===== config.mk =====
export PLATFORM = sky130hd
export DESIGN_NAME = i2c_addr_match
export DESIGN_NICKNAME = d
export VERILOG_FILES = /design/src/rtl/i2c_addr_match.sv
export SDC_FILE = /design/constraint.sdc
export NUM_CORES = 1
export LEC_CHECK = 0
export ABC_AREA = 1
export BUFFER_PORTS_ARGS = -buffer_cell sky130_fd_sc_hd__buf_4
export CAP_MARGIN = 20
export CORE_AREA = 4 4 41 43
export DETAILED_ROUTE_END_ITERATION = 6
export DIE_AREA = 0 0 45 47
export PLACE_DENSITY = 0.67
export SKIP_CTS_REPAIR_TIMING = 1
export SLEW_MARGIN = 10
export SYNTH_ARGS = -nofsm -noshare
export SYNTH_HDL_FRONTEND = slang
export SYNTH_SLANG_ARGS = --single-unit
export TNS_END_PERCENT = 100

===== constraint.sdc =====
create_clock -name clk -period 1.2 [get_ports clk]
set_input_delay 0.12 -clock clk [delete_from_list [all_inputs] [get_ports clk]]
set_output_delay 0.12 -clock clk [all_outputs]
set_load 0.05 [all_outputs]

===== src/rtl/i2c_addr_match.sv =====
module i2c_addr_match #(
  parameter int W = 8
) (
  input  logic         clk,
  input  logic         rst_n,
  input  logic         slave_rx,
  input  logic [W-1:0] rx_byte,
  input  logic         rx_valid,
  input  logic         first_byte,
  input  logic [W-1:0] own_addr,
  input  logic         ten_bit,
  input  logic         start_det,
  input  logic         stop_det,
  input  logic         dsr_wr,
  output logic         addr_hit,
  output logic         gcall,
  output logic         rw_bit
);
  logic is_addr, is_gc, hit7, hit10, set_hit, set_gc;

  assign is_addr = rx_valid & first_byte & slave_rx;
  assign is_gc   = (rx_byte == '0);
  assign hit7    = (rx_byte[W-1:1] == own_addr[W-1:1]) | is_gc;
  assign hit10   = (rx_byte == own_addr);
  assign set_hit = is_addr & (ten_bit ? hit10 : hit7);
  assign set_gc  = is_addr & is_gc;

  always_ff @(posedge clk or negedge rst_n) begin
    if (!rst_n) begin
      addr_hit <= 1'b0;
      gcall    <= 1'b0;
      rw_bit   <= 1'b0;
    end else begin
      if (set_hit)     addr_hit <= 1'b1;
      else if (dsr_wr) addr_hit <= 1'b0;
      if (set_gc)                      gcall <= 1'b1;
      else if (start_det || stop_det)  gcall <= 1'b0;
      if (is_addr) rw_bit <= rx_byte[0];
    end
  end
endmodule



==> impl_results.md, run 1 <==
- Max Root-Sink Buffers: 2
- Buf/Inv on CP: 1
- RSZ-0062 raised after global routing: no
- Switch Pwr: roughly 0.12 mW
- Placed insts: 105
- Global-route met1 utilization: approximately 7.3%
- Min-delay src: dsr_wr
- Syn Inst Count: 63
- Rows: 13
- Area contributors post-synth: nand2_1 29%, dfrtp_1 23%, inv_1 20%
- Endpoints failing setup: 0
- Worst setup path class: flip-flop to output pin
- Share of flip-flops with an asynchronous set or reset: 100%
- Post-synth top cells: 25 x nand2_1, 17 x inv_1, 7 x nor2_1
- Status: completed
- Switching Fraction: between 20 and 30%
- Post-synth EDFFs: 0
- Clk root buf: clkbuf_4
- Post-Syn Area: about 320 µm²
- WP data required: around 1.1 ns
- Netlist cell types: 9
- Top_reg_cell synth: dfrtp_1
- Area occupied by multi-input gates: 184 µm²
- Total CTS buffers: 3
- Measured slew at the worst slew-check pin: about 0.14 ns
- Synth area leader: nand2_1
- Vias per cell: around 4
- Reg clk slew, reported paths: ~0.040 ns
- Clock skew: 0 ns
- Nets: roughly 120
- Antenna cells: 0
- CTS Sinks: 3
- Max Slew Vio Count: 0
- Max-Cap Viols: 0
- CTS tree: built
- Post-Route WL: 854 µm
- Register area share after synthesis: 23.3%
- Internal power: slightly above 0.3 mW
- Count leader, synth: nand2_1
- Initial DRC Count: 2
- M3 GR Usage: 1.92%
- Fin crit share: between 70 and 80%
- CP max stage cell: dfrtp_1
- Max incr delay on CP: 0.37 ns
- Yosys reg bits: 3
- Die Height: between 40 and 50 µm
- WHS: 0.126 ns
- Wire per inst: slightly below 8 µm
- First-pass DRT Iterations: 4
- CP Data Arrival Time: between 0.7 and 0.8 ns
- Overall routing resource usage: 7.99%
- Power Density: 743 nW/µm²
- Worst r2r src: rw_bit
- Leakage: 0.383 nW
- Largest net degree at the start of global routing: 4
- Initial antenna violation count: 0
- Combinational power share: a little over a third
- Hold Path Class: input port to flip-flop
- ANT nets after route: 0
- Drt drc: 0
- FF-to-FF setup slack: ~0.57 ns
- Net Count, Synth: around 90
- GP Congestion: just over 0.7
- Met2 Use GR: ~16%
- TNS Setup: 0 ns
- Top-area cell type share of the netlist area: around 29%
- Non-Filler Instances: 110
- Startpoint types: flip-flop
- Total congestion overflow: 0
- Post-Syn Area per Cell: between 5 and 6 µm²
- Register area: approximately 75 µm²
- Post-DP HPWL: around 770 µm
- Minimum clock period: 0.910 ns
- Share of power burned in registers: between 20% and 30%
- Hold Violations, Final: 0
- I/O pins: 28
- Initial Utilization: approximately a quarter
- Share of cells above drive strength 1: around a third
- IO buf count: 27
- Clock share of power: between 30% and 40%
- Total power: 0.431 mW
- Worst-Skew Late Latency: between 0.2 and 0.25 ns
- Max Clk Rate: roughly 1.1 GHz
- CP startpoint: rw_bit
- Crit path max-delay family: flip-flops
- Grt peak-use layer: met2
- CP Cell Sequence: buf_4
- Synth-to-layout area growth: 79.8%
- DIE AREA: 2120 µm²
- Core area: approximately 1300 µm²
- Yosys warns: 0
- Critical path peak fanout: 2
- CTS HTree Levels: 1
- Vias: 450
- Fillers: 145
- Slew HR: about nine tenths
- Max VDD drop: just under 0.4 mV
- Vias in the first global route: roughly 400
- Chip width: around 45 µm
- CP Capture Type: output pin
- Global-route wire length before repair: ~1300 µm
==> cells by family (layout without fill, tap and decap cells) <==
kind of cell	count (synthesis)	count (layout)	share of synthesized area (%)
buffers and inverters	17	49	19.8
AND/OR/NAND/NOR	37	37	45.7
flip-flops	3	3	23.3
XOR/XNOR	1	1	2.71
AO/OA/AOI/OAI	5	5	8.53
==> metrics by stage <==
step | util (%) | area [µm²] | setup slack (ns)
6_report | 44.6 | 581 | 0.290
3_5_place_dp | 41.8 | 544 | 0.352
5_1_grt | 44.6 | 581 | 0.258
4_1_cts | 43.8 | 571 | 0.284
2_1_floorplan | - | 323 | 0.342
3_3_place_gp | 41.8 | 544 | 0.366
==> registers in the layout (all words and copies together), names as in the netlist <==
register	cells
gcall	1
addr_hit	1
rw_bit	1
==> power groups by stage <==
stage / sequential [mW] / combinational (mW) / clock, mW
2_1_floorplan: 0.131 / 0.0439 / 0
3_3_place_gp: 0.112 / 0.146 / 0
3_5_place_dp: 0.112 / 0.149 / 0
4_1_cts: 0.111 / 0.149 / 0.174
5_1_grt: 0.111 / 0.168 / 0.191
6_report: 0.110 / 0.150 / 0.171
==> cells in the final DEF, fill, tap and decap left out <==
master,n
dlygate4sd3_1,1
nor2_1,7
nand2_1,25
nand3_1,4
clkbuf_1,1
xnor2_1,1
dfrtp_1,3
o21bai_1,1
o21ai_0,4
nand3b_1,1
buf_4,27
inv_1,17
clkbuf_4,3
==> metal layers <==
layer / wire, µm / vias up
met1: 319 / 188
li1: - / 246
met4: 0 / 0
met5: 0 / -
met3: 74 / 0
met2: 460 / 16
==> worst paths after layout <==
kind | to | depth (start not counted)
max in group asynchronous | rw_bit | 2
worst min-delay path | addr_hit | 4
worst max register to register | rw_bit | 2
worst min register to register | addr_hit | 2
worst max-delay path | rw_bit | 1
min in group asynchronous | addr_hit | 2
==> layout make-up <==
cell class,instances,share of cell area (%)
Timing Repair Buffer,28,36.6
Multi-Input combinational cell,43,31.7
Sequential cell,3,12.9
Inverter,17,11.0
Clock buffer,4,4.53
Tap cell,15,3.23
Note: power is estimated with default switching activity, not from simulation.
==> run 2, diff against run 1 <==
- clock period: 1.2 -> 0.85 ns (I/O delays scaled with it)
==> run 2 against run 1 <==
Total power grew 45%. Setup slack lost 0.31 ns. Sequential share of layout area is essentially flat. Clock power grew 46%. Critical path type unchanged. Final cell count grew 0.91%. Core utilization grew 1.6 points. Register-to-register slack lost 0.46 ns. The run now ends with negative setup slack left. Clock-buffer cell count is the same.
==> impl_results.md, run 2 (synthesized netlist as in run 1, its figures left out) <==
- Status: complete, but fails checks
- Violated checks: negative setup slack
- GP Congestion: 0.725
- Worst Hold End: addr_hit
- CP Cell Sequence: buf_6
- Startpoint types: flip-flop
- Largest net degree at the start of global routing: 4
- Rows: 13
- I/O pins: 28
- Worst r2r src: addr_hit
- Chip width: approximately 45 µm
- Area occupied by multi-input gates: roughly 180 µm²
- Crit path max-delay family: flip-flops
- Initial DRC Count: 3
- Place WS: around 0.018 ns
- Post-Route WL: ~900 µm
- Vias per cell: 3.87
- Commonest non-fill, non-tap cells in the layout: 25 x nand2_1, 25 x buf_4, 17 x inv_1
- Antenna cells: 0
- ANT nets after route: 0
- Post-DP HPWL: 747 µm
- Leakage: roughly 0.39 nW
- Hold Violations, Final: 0
- CTS Sinks: 3
- Final Worst Setup Slack: -0.0157 ns
- Core area: around 1300 µm²
- Regs by FF count: addr_hit: 1 flops, gcall: 1 flops, rw_bit: 1 flops
- Max incr delay on CP: around 0.4 ns
- Total congestion overflow: 0
- Total CTS buffers: 3
- Overall routing resource usage: between 7 and 8%
- Share of cells above drive strength 1: about a third
- Max VDD drop: 0.544 mV
- Die Height: 47 µm
- CP Data Arrival Time: just under 0.8 ns
- Fillers: about 150
- RSZ-0062 raised after global routing: yes
- Reg clk slew, reported paths: around 0.040 ns
- DP Area: 547 µm²
- Max Root-Sink Buffers: 2
- IO buf count: 27
- Min-delay src: dsr_wr
- Slew HR: between 80% and 90%
- Max Clk Rate: 1.16 GHz
- Nets: about 120
- Critical path depth: 1
- Vias: 430
- Vias in the first global route: between 300 and 400
- Register area: just under 80 µm²
- FF-to-FF setup slack: 0.11 ns
- Minimum clock period: just under 0.9 ns
- Hold Crit Depth: 4
- Power Density: between 1000 and 1500 nW/µm²
- Total power: 0.624 mW
- Endpoints failing setup: 3
- Critical path peak fanout: 2
- Global-route wire length before repair: around 1200 µm
- R2R cell count: 3
- Synth-to-layout area growth: 86.4%
- Clock skew: 0 ns
- First-pass DRT Iterations: 4
- CP max stage cell: dfrtp_2
- Wire per inst: between 7 and 8 µm
- Max-Cap Viols: 0
- Initial Utilization: about a quarter
- Max Slew Vio Count: 0
- CTS HTree Levels: 1
- Buf/Inv on CP: 1
- Hold Path Class: input port to flip-flop
- Initial antenna violation count: 0
- CTS tree: built
- Worst-Skew Late Latency: 0.23 ns
- Fin crit share: 102%
- Drt drc: 0
- Post-route cell area: about 600 µm²
- WP data required: 0.76 ns
- DIE AREA: 2120 µm²
- Reg-to-reg endpoint: addr_hit
- Measured slew at the worst slew-check pin: approximately 0.15 ns
- CP Capture Type: output pin
- Worst setup path class: flip-flop to output pin
- Clk root buf: clkbuf_4
-- run 2: cell types whose count changed in the layout (fill, tap and decap cells not counted) --
cell,change
buf_4,-2
buf_6,+3
dfrtp_1,-2
dfrtp_2,+2
-- run 2: worst max path at each step --
stage | end | startpoint | slack [ns]
after detailed placement | addr_hit | rx_byte[4] | 0.02
final | rw_bit | rw_bit | -0.02
after floorplan | addr_hit | addr_hit | 0.01
after CTS | rw_bit | rw_bit | -0.05
after global placement | addr_hit | rx_byte[4] | 0.05
after global routing | gcall | gcall | -0.03
-- run 2: cell type report --
| cell class | instances | area share (%) |
|---|---|---|
| inverters | 17 | 10.6 |
| multi-input cells | 43 | 30.6 |
| clock buffers | 4 | 4.37 |
| flip-flops and latches | 3 | 12.9 |
| well taps | 15 | 3.12 |
| repair buffers | 29 | 38.5 |
-- run 2: power breakdown --
part | internal (mW) | switching (mW)
sequential | 0.153 | 0.00520
clock | 0.176 | 0.0739
combinational | 0.119 | 0.0981
total | 0.447 | 0.177
-- run 2: layer usage --
layer | share of wire [%] | track usage [%]
met5 | 0 | 0
met2 | 49 | 12.1
met1 | 42 | 9.13
met4 | 0 | 5.26
met3 | 9.1 | 1.15
-- run 2: per-stage QoR --
stage          TNS [ns]  cells  hold slack [ns]  utilization (%)
2_1_floorplan         0     63           -0.211                -
3_3_place_gp          0    105           -0.125             42.0
3_5_place_dp          0    105           -0.124             42.0
4_1_cts          -0.118    109           -0.368             44.0
5_1_grt         -0.0832    111            0.123             46.3
6_report        -0.0317    111            0.105             46.3
-- run 2: tightest hold or removal path, stage by stage --
cell and delay [ns]:
buf_4 0.08, inv_1 0.03, nand2_1 0.05, nand2_1 0.05
